==> src/rtl/supmon_pkg.sv <==
package supmon_pkg;
  // Width of a counter that must hold values 0..lim
  function automatic int unsigned cnt_width(input int unsigned lim);
    return (lim < 2) ? 1 : $clog2(lim + 1);
  endfunction

  // Control register image: enable, status, reserved zeros
  function automatic logic [7:0] ctl_image(input logic en, input logic stat);
    return {en, stat, 6'b000000};
  endfunction

  // Source register image: select and power-on flag
  function automatic logic [7:0] src_image(input logic sel, input logic flag);
    return {6'b000000, sel, flag};
  endfunction
endpackage

==> src/rtl/supmon_sync.sv <==
module supmon_sync #(
  parameter int unsigned STAGES = 2
) (
  input  logic clk,
  input  logic arst,
  input  logic d_i,
  output logic q_o
);
  logic [STAGES-1:0] chain_q;

  generate
    for (genvar i = 0; i < STAGES; i++) begin : g_stage
      if (i == 0) begin : g_first
        always_ff @(posedge clk or posedge arst)
          if (arst) chain_q[0] <= 1'b0;
          else      chain_q[0] <= d_i;
      end else begin : g_next
        always_ff @(posedge clk or posedge arst)
          if (arst) chain_q[i] <= 1'b0;
          else      chain_q[i] <= chain_q[i-1];
      end
    end
  endgenerate

  assign q_o = chain_q[STAGES-1];
endmodule

==> src/rtl/supmon_settle.sv <==
module supmon_settle
  import supmon_pkg::*;
#(
  parameter int unsigned SETTLE_CYC = 10
) (
  input  logic clk,
  input  logic arst,
  input  logic en_i,
  output logic stable_o
);
  localparam int unsigned W = cnt_width(SETTLE_CYC);
  localparam logic [W-1:0] LIM = W'(SETTLE_CYC);

  logic [W-1:0] cnt_q;

  always_ff @(posedge clk or posedge arst)
    if (arst)              cnt_q <= '0;
    else if (!en_i)        cnt_q <= '0;
    else if (cnt_q != LIM) cnt_q <= cnt_q + 1'b1;

  assign stable_o = en_i && (cnt_q == LIM);
endmodule

==> src/rtl/supmon_stretch.sv <==
module supmon_stretch
  import supmon_pkg::*;
#(
  parameter int unsigned HOLD_CYC = 4
) (
  input  logic clk,
  input  logic arst,
  input  logic cause_i,
  output logic rst_n_o
);
  localparam int unsigned W = cnt_width(HOLD_CYC);
  localparam logic [W-1:0] LOAD = W'(HOLD_CYC);

  logic [W-1:0] cnt_q;

  always_ff @(posedge clk or posedge arst)
    if (arst)            cnt_q <= LOAD;
    else if (cause_i)    cnt_q <= LOAD;
    else if (cnt_q != 0) cnt_q <= cnt_q - 1'b1;

  assign rst_n_o = (cnt_q == '0);
endmodule

==> src/rtl/supmon_rst_ctrl.sv <==
module supmon_rst_ctrl
  import supmon_pkg::*;
#(
  parameter int unsigned SETTLE_CYC  = 100,
  parameter int unsigned HOLD_CYC    = 16,
  parameter int unsigned SYNC_STAGES = 2
) (
  input  logic       clk,
  input  logic       por_i,
  input  logic       sw_rst_i,
  input  logic       vdd_ok_i,
  input  logic       wr_ctl_i,
  input  logic       wr_src_i,
  input  logic [7:0] wdata_i,
  output logic [7:0] ctl_rdata_o,
  output logic [7:0] src_rdata_o,
  output logic       rst_n_o
);
  logic en_q, sel_q, flag_q;
  logic vdd_s;
  logic mon_stable;
  logic early_sel;
  logic mon_cause;
  logic any_cause;
  logic unused_wbits;

  assign unused_wbits = ^{wdata_i[6], wdata_i[5:2]};

  supmon_sync #(.STAGES(SYNC_STAGES)) u_sync (
    .clk(clk), .arst(por_i), .d_i(vdd_ok_i), .q_o(vdd_s)
  );

  supmon_settle #(.SETTLE_CYC(SETTLE_CYC)) u_settle (
    .clk(clk), .arst(por_i), .en_i(en_q), .stable_o(mon_stable)
  );

  // Enable: restored only by power-on
  always_ff @(posedge clk or posedge por_i)
    if (por_i)         en_q <= 1'b1;
    else if (wr_ctl_i) en_q <= wdata_i[7];

  // Select: cleared by power-on and software reset
  always_ff @(posedge clk or posedge por_i)
    if (por_i)         sel_q <= 1'b0;
    else if (sw_rst_i) sel_q <= 1'b0;
    else if (wr_src_i) sel_q <= wdata_i[1];

  // Power-on flag: set by power-on, cleared only by writing 0
  always_ff @(posedge clk or posedge por_i)
    if (por_i)                      flag_q <= 1'b1;
    else if (wr_src_i && !wdata_i[0]) flag_q <= 1'b0;

  assign early_sel = wr_src_i && wdata_i[1] && !mon_stable;
  assign mon_cause = en_q && sel_q && !vdd_s;
  assign any_cause = sw_rst_i || early_sel || mon_cause;

  supmon_stretch #(.HOLD_CYC(HOLD_CYC)) u_stretch (
    .clk(clk), .arst(por_i), .cause_i(any_cause), .rst_n_o(rst_n_o)
  );

  assign ctl_rdata_o = ctl_image(en_q, vdd_s);
  assign src_rdata_o = src_image(sel_q, flag_q);
endmodule

==> config.mk <==
export PLATFORM = sky130hd
export DESIGN_NAME = supmon_rst_ctrl
export DESIGN_NICKNAME = d
export VERILOG_FILES = /design/src/rtl/supmon_pkg.sv /design/src/rtl/supmon_sync.sv /design/src/rtl/supmon_settle.sv /design/src/rtl/supmon_stretch.sv /design/src/rtl/supmon_rst_ctrl.sv
export SDC_FILE = /design/constraint.sdc
export NUM_CORES = 1
export LEC_CHECK = 0
export BUFFER_PORTS_ARGS = -buffer_cell sky130_fd_sc_hd__buf_2
export CAP_MARGIN = 0
export CORE_MARGIN = 2
export CORE_UTILIZATION = 50
export DETAILED_ROUTE_END_ITERATION = 10
export PLACE_DENSITY = 0.78
export SLEW_MARGIN = 20
export SYNTH_ARGS = -nofsm -noshare
export SYNTH_HDL_FRONTEND = slang
export SYNTH_HIERARCHICAL = 1
export SYNTH_SLANG_ARGS = --single-unit
==> constraint.sdc <==
create_clock -name clk -period 3.9 [get_ports clk]
set_clock_uncertainty 0.05 [all_clocks]
set_input_delay 1.17 -clock clk [delete_from_list [all_inputs] [get_ports clk]]
set_output_delay 1.17 -clock clk [all_outputs]
set_load 0.02 [all_outputs]
# After elaboration in Yosys (flattened, before gate mapping)
# Cells that the tools add are included.
# totals
ff_bits	17
latch_bits	0
ramBits	0
mem_bits_ro	0
inputBits	14
output_inout_bits	17
wordCells	33
mem_count	0
# op_classes
addsub	2
n_mul	0
div	0
n_lt_le_gt_ge	0
eq_ne	3
shift	0
n_mux	6
bitwise_logic	0
n_reduce_logical	15
# op_table
op	n
$mux 7	2
$mux 5	2
$add 7x1->7 const B	1
$eq 7x7->1 const B	1
$ne 7x7->1 const B	1
$logic_and 1x1->1	6
$logic_not 5->1	1
$reduce_bool 5->1	1
$sub 5x1->5 const B	1
$reduce_bool 2->1	2
$logic_not 1->1	3
$logic_or 1x1->1	2
$mux 1	2
$ne 2x1->1 const B	1

# Longest topological paths before layout
# Gate-level depths: netlist of the first run.
# logic_depth
ltp_word	7
depth_mapped	8
ltp_nobuf	8

# Cells and area by module
# The synthesis of the first run kept the hierarchy.
# modules_own_cells
module	instances	cells_each	area_each_um2	seq_area_each_um2
supmon_settle	1	41	402.9	175.2
supmon_rst_ctrl	1	30	267.8	77.6
supmon_stretch	1	27	260.2	126.4
supmon_sync	1	3	53.8	50.0

# Least setup slack after synthesis of the first run
# No wires, ideal clock.
# synth_timing
kind	flip-flop to output port
startpoint	register u_stretch.cnt_q[0]
endpoint	output port rst_n_o
arrival_ps	1341
t_required_ps	2680
slack_ps	1339
stages_incl_launch_ff	6
path_buffers	1
cell_sequence	dfrtp_1 -> inv_1 -> ha_1 -> or4b_1 -> buf_2 -> inv_1
# synth_via
elab_chain_len	1
# synth_rtl
item	line_no	text
start, declared	supmon_stretch.sv:14	logic [W-1:0] cnt_q;
start signal, assigned	supmon_stretch.sv:19	else if (cnt_q != 0) cnt_q <= cnt_q - 1'b1;
$logic_not 5->1	supmon_stretch.sv:21	assign rst_n_o = (cnt_q == '0);
end, declared	supmon_rst_ctrl.sv:17	output logic rst_n_o
# No other way between the ends.

# Worst setup path in the final report of the first run
# Ends and elaborated chain as after synthesis.

==> impl_metrics.py, run 1 <==
metrics = {
    "routing": {
        "ant_nets": 0,
        "finalWirelength_mm": 1.47,
        "wl_per_cell_microns": 10.7,
        "vias_per_cell": 4.64,
        "firstDrtPassIters": 4,
        "drc": 0,
        "via_count": 641,
        "detail_route.iter0.violations": 4,
    },
    "floorplanning": {
        "initial_core_util_pct": 51.8,
        "coreArea_sq_mm": 0.00190,
        "num_rows": 16,
        "die_y_microns": 48.4,
        "ios": 31,
        "die_x_microns": 48.4,
        "dieArea_sq_mm": 0.00234,
    },
    "logic_synthesis": {
        "ys_warn_count": 6,
        "ys.flop_type": "dfrtp_1",
        "syn_avg_cell_area_sq_um": 9.75,
        "synth-async-reset-ratio_pct": 100,
        "yosys_register_bits": 17,
        "synth-edff-count": 0,
        "seq_area_frac_synth_pct": 43.6,
        "synth_area_sq_um": 985,
        "ys_types": 32,
        "synthCells": 101,
    },
    "worst_setup_path": {
        "critical_path.most_common_cell": "inv_1",
        "crit_path_start_kind": "flip-flop",
        "crit_family": "simple AND/OR/NAND/NOR gates",
        "worstSetupEndpointType": "output pin",
        "required_ns": 2.68,
        "path_max_fanout": 5,
        "cp_num_buf_inv": 3,
        "cpMaxStageDelayCell": "or4b_1",
        "worstPathArrival_ns": 1.79,
        "critical_path_class": "flip-flop to output pin",
        "crit_chain": "inv_1 -> ha_1 -> or4b_1 -> inv_1 -> buf_2",
        "crit_path_max_incr_delay_ns": 0.57,
    },
    "cells_and_area": {
        "layout.area.seq_sq_um": 429,
        "final_layout_size_suffix_gt1_share_pct": 23.4,
        "fillCellCount": 180,
        "syn_to_final_growth_pct": 3.81,
        "finalNetCount": 129,
        "multi_input_area_sq_um": 423,
        "post-route-util_pct": 53.8,
        "antenna_cells": 0,
    },
    "status": {
        "outcome": "complete, no violations",
    },
    "sta": {
        "timing.final.crit_period_ns": 3.01,
        "fin_setup_tns_ns": 0,
        "min_period_over_period_pct": 77.1,
        "fmax_mhz": 333,
        "finalSetupViolations": 0,
        "drv_slew": 0,
        "hold_viol": 0,
        "rsz0062_at_grt": "no",
    },
    "power": {
        "ir_drop_mv": 0.271,
        "power_density_mw_per_mm2": 386,
        "leakagePower_nw": 0.530,
    },
    "global_route": {
        "grt_pass1_wl_mm": 2.55,
        "antenna_found_initial": 0,
        "grt_use_total_pct": 14.6,
        "grt_pass1_vias": 611,
        "gr-total-overflow": 0,
        "grt_max_degree": 17,
    },
    "placement": {
        "portBuffers": 13,
        "gp_congestion": 0.756,
        "dp_hpwl_mm": 1.20,
    },
    "clock_tree": {
        "root_buffer": "clkbuf_4",
        "cts.htree.levels": 1,
        "cts_buffers": 3,
        "cts_resized": 0,
        "cts_tree": "built",
        "numClockSinks": 17,
        "clock_path_buffers": 2,
        "cts_setup_buffers": 0,
        "clock_latency_ns": 0.29,
        "clkTransAtPathRegs_ns": 0.08,
        "holdBufCountCts": 0,
    },
    "min_path": {
        "hp-class": "flip-flop to flip-flop",
    },
    "job": {
        "cap_violations": 0,
    },
}
==> registers in the layout, indices dropped and copies added, names as in the netlist <==
signal / count
u_stretch/cnt_q: 5
u_sync/q_o: 1
flag_q: 1
sel_q: 1
u_sync/chain_q: 1
u_settle/cnt_q: 7
en_q: 1
==> layout make-up <==
class / count / area share, %
well taps: 27 / 3.30
repair buffers: 13 / 6.36
inverters: 12 / 4.41
flip-flops and latches: 17 / 42.0
clock buffers: 4 / 2.57
multi-input cells: 65 / 41.4
==> worst register-to-register path, stage by stage (launching register included) <==
cell,delay [ns]
dfrtp_1,0.41
inv_1,0.08
ha_1,0.14
nand2_1,0.09
nor4_4,0.32
and2_2,0.21
nand3b_1,0.10
o211ai_1,0.20
a211oi_2,0.20
==> metrics by stage <==
step / power [mW] / worst slack, ns / instance area, sq um / instances / hold WS (ns)
after floorplan: 0.297 / 1.34 / 1030 / 112 / 0.281
after global placement: 0.301 / 1.25 / 996 / 134 / 0.289
after detailed placement: 0.308 / 1.19 / 996 / 134 / 0.293
after CTS: 0.400 / 0.865 / 1020 / 138 / 0.314
after global routing: 0.420 / 0.798 / 1020 / 138 / 0.317
final: 0.394 / 0.893 / 1020 / 138 / 0.310
==> placed cells by master, fill, tap and decap left out <==
master	synthesis	routed
buf_2	1	13
dfstp_2	3	3
nand2_1	12	12
mux2i_1	5	5
xor2_1	1	1
or4b_1	1	1
a21o_1	1	1
mux2_4	1	1
nor4_4	1	1
a21oi_1	2	2
ha_1	3	3
clkbuf_1	1	1
nand2b_1	3	3
nand2_2	1	1
or3_1	1	1
clkbuf_4	0	3
inv_1	12	12
nand3b_1	3	3
a211o_2	1	1
nor2_1	5	5
conb_1	1	12
a211oi_2	1	1
and2_2	1	1
a21boi_0	1	1
nand3_1	2	2
o211ai_1	1	1
and2_1	1	1
xnor2_1	2	2
dfrtp_1	14	14
and3_2	1	1
o22ai_1	1	1
o21a_1	1	1
==> synth_stat cells, drive strengths merged (2+ instances only) <==
cell type  count  area share (%)
mux2i          5             5.1
buf           17              13
ha             3             3.8
nand3b         3             2.3
dfrtp         14              36
a21oi          2             1.0
dfstp          3             8.0
nand2         13             5.2
xnor2          2             1.8
and2           2             1.4
nand3          2             1.0
nor2           5             1.9
inv           12             4.6
nand2b         3             1.9
==> where the power goes <==
group / switching [mW] / internal [mW]
Combinational: 0.0518 / 0.0374
Clock: 0.0519 / 0.0397
Sequential: 0.0178 / 0.196
==> cells by family (layout without fill, tap and decap cells) <==
logic type	Yosys count	after routing	synth area share (%)
other cells	1	12	0.381
mux	6	6	6.61
compound gates	9	9	6.99
fa+ha+maj	3	3	3.81
simple gates	32	32	18.3
buf+inv	30	29	17.7
xor+xnor	3	3	2.67
flops	17	17	43.6
==> final timing paths <==
| check | from | to | slack [ns] | cells past startpoint |
|---|---|---|---|---|
| worst min-delay path | u_sync/chain_q[0] | u_sync/q_o | 0.31 | 0 |
| min in group asynchronous | por_i | u_sync/q_o | 0.71 | 2 |
| max in group asynchronous | por_i | u_settle/cnt_q[3] | 2.79 | 2 |
| worst max-delay path | u_stretch/cnt_q[0] | rst_n_o | 0.89 | 5 |
| worst max register to register | u_settle/cnt_q[0] | u_stretch/cnt_q[1] | 2.02 | 8 |
| worst min register to register | u_sync/chain_q[0] | u_sync/q_o | 0.31 | 0 |
==> routing by layer <==
metal  GRT usage [%]  wire length, microns
met1            15.3                   613
met2            27.1                   777
met3            1.85                    43
met4            10.0                    34
met5               0                     0
Note: power is estimated with default switching activity, not from simulation.
==> inputs of run 2 (changes only) <==
--- a/config.mk
+++ b/config.mk
@@ -8,9 +8,9 @@
 export BUFFER_PORTS_ARGS = -buffer_cell sky130_fd_sc_hd__buf_2
 export CAP_MARGIN = 0
 export CORE_MARGIN = 2
-export CORE_UTILIZATION = 50
+export CORE_UTILIZATION = 44
 export DETAILED_ROUTE_END_ITERATION = 10
-export PLACE_DENSITY = 0.78
+export PLACE_DENSITY = 0.73
 export SLEW_MARGIN = 20
 export SYNTH_ARGS = -nofsm -noshare
 export SYNTH_HDL_FRONTEND = slang
==> constraint.sdc (replaced) <==
create_clock -name clk -period 2.7 [get_ports clk]
set_clock_uncertainty 0.05 [all_clocks]
set_input_delay 0.81 -clock clk [delete_from_list [all_inputs] [get_ports clk]]
set_output_delay 0.81 -clock clk [all_outputs]
set_load 0.02 [all_outputs]
==> impl_metrics.py, run 2 (synthesis results as in run 1) <==
metrics = {
    "status": {
        "outcome": "complete, no violations",
    },
    "power": {
        "ir_drop_mv": 0.284,
        "leakagePower_nw": 0.532,
        "p_total_mw": 0.572,
        "power_density_mw_per_mm2": 557,
    },
    "global_route": {
        "use_met3_pct": 3.51,
        "use_met1_pct": 11.9,
        "grt_use_total_pct": 12.1,
        "grt_use_met2_pct": 23.2,
        "grt_pass1_vias": 607,
        "antenna_found_initial": 0,
        "grt_pass1_wl_mm": 2.35,
        "grt_max_degree": 17,
        "grt.busiest_layer": "met2",
        "gr-total-overflow": 0,
    },
    "worst_setup_path": {
        "cpMaxStageDelayCell": "or4b_4",
        "crit_chain": "inv_1 -> ha_1 -> or4b_4 -> inv_1 -> buf_2",
        "crit_path_max_incr_delay_ns": 0.53,
        "worstPathArrival_ns": 1.72,
        "crit_family": "simple AND/OR/NAND/NOR gates",
        "critical_path.most_common_cell": "inv_1",
        "worstSetupEndpointType": "output pin",
        "crit_path_start_kind": "flip-flop",
        "required_ns": 1.84,
        "path_max_fanout": 5,
        "critical_path_class": "flip-flop to output pin",
        "cp_num_buf_inv": 3,
    },
    "floorplanning": {
        "coreArea_sq_mm": 0.00217,
        "dieArea_sq_mm": 0.00263,
        "die_x_microns": 51.3,
        "ios": 31,
        "initial_core_util_pct": 45.4,
        "num_rows": 17,
        "die_y_microns": 51.3,
    },
    "routing": {
        "via_count": 648,
        "ant_nets": 0,
        "wl_per_cell_microns": 10.7,
        "drc": 0,
        "detail_route.iter0.violations": 8,
        "firstDrtPassIters": 4,
        "vias_per_cell": 4.66,
        "finalWirelength_mm": 1.49,
    },
    "placement": {
        "numPlacedInstances": 135,
        "portBuffers": 13,
        "dpl_cell_area_sq_um": 997,
        "dp_slack_ns": 0.367,
        "gp_congestion": 0.716,
        "dp_hpwl_mm": 1.20,
    },
    "clock_tree": {
        "cts.htree.levels": 1,
        "cts_setup_buffers": 0,
        "clkTransAtPathRegs_ns": 0.09,
        "clock_path_buffers": 2,
        "clock_latency_ns": 0.28,
        "cts_tree": "built",
        "numClockSinks": 17,
        "cts_buffers": 3,
        "holdBufCountCts": 0,
        "root_buffer": "clkbuf_4",
    },
    "sta": {
        "timing.final.crit_period_ns": 2.58,
        "min_period_over_period_pct": 95.4,
        "holdWs_ns": 0.321,
        "fin_setup_tns_ns": 0,
        "drv_slew": 0,
        "hold_viol": 0,
        "worst_slack_ns": 0.124,
        "finalSetupViolations": 0,
        "fmax_mhz": 388,
        "rsz0062_at_grt": "no",
    },
    "cells_and_area": {
        "largest_register_ffs": 7,
        "regMostFlops": "u_settle/cnt_q",
        "finalNetCount": 129,
        "antenna_cells": 0,
        "final_common_cell": "dfrtp_1",
        "fin_area_sq_mm": 0.00103,
        "final_cell_mix": "dfrtp_1 (14), buf_2 (13), nand2_1 (12), inv_1 (12), conb_1 (12)",
        "final_layout_size_suffix_gt1_share_pct": 24.3,
        "syn_to_final_growth_pct": 4.32,
        "final_cells": 139,
        "top_regs": "u_settle/cnt_q x7, u_stretch/cnt_q x5",
        "post-route-util_pct": 47.3,
    },
    "min_path": {
        "hp-class": "flip-flop to flip-flop",
    },
    "job": {
        "cap_violations": 0,
    },
}
## run 2: power breakdown
group          leakage, nW  internal (mW)  switching, mW  total [mW]
clock               0.0150         0.0572         0.0719       0.129
combinational        0.301         0.0565         0.0756       0.132
sequential           0.216          0.283         0.0278       0.310
total                0.532          0.396          0.175       0.572
## run 2: worst paths after layout
| check | from | to | slack (ns) | depth (start not counted) |
|---|---|---|---|---|
| worst max register to register | u_settle/cnt_q[0] | u_stretch/cnt_q[2] | 0.84 | 8 |
| min in group asynchronous | por_i | u_sync/chain_q[0] | 0.35 | 2 |
| worst max-delay path | u_stretch/cnt_q[0] | rst_n_o | 0.12 | 5 |
| worst min register to register | u_sync/chain_q[0] | u_sync/q_o | 0.32 | 0 |
| worst min-delay path | u_sync/chain_q[0] | u_sync/q_o | 0.32 | 0 |
| max in group asynchronous | por_i | u_settle/cnt_q[3] | 1.94 | 2 |
## run 2: final cells by class
cell class                      count  area (sq um)
Fill cell                         204          1140
Sequential cell                    17           429
Multi-Input combinational cell     65           427
Timing Repair Buffer               13          65.1
Inverter                           12          45.0
Tap cell                           28          35.0
Clock buffer                        4          26.3
## run 2: timing repair
action	CTS	global route
gates resized for setup	0	1
setup endpoints to repair	0	1
hold endpoints to repair	0	0
## run 2: worst reg2reg max path: cells and delay by family, from the launching register on
kind | cells | cell delay (ns)
AOI/OAI and AO/OA | 2 | 0.39
adders and majority gates | 1 | 0.15
buffers and inverters | 1 | 0.09
DFF | 1 | 0.42
and+or+nand+nor | 4 | 0.68
## run 2: metal layers
layer | part of all wire, % | wire [microns]
met5 | 0 | 0
met4 | 0.94 | 14
met3 | 5.8 | 86
met2 | 49 | 733
met1 | 44 | 657
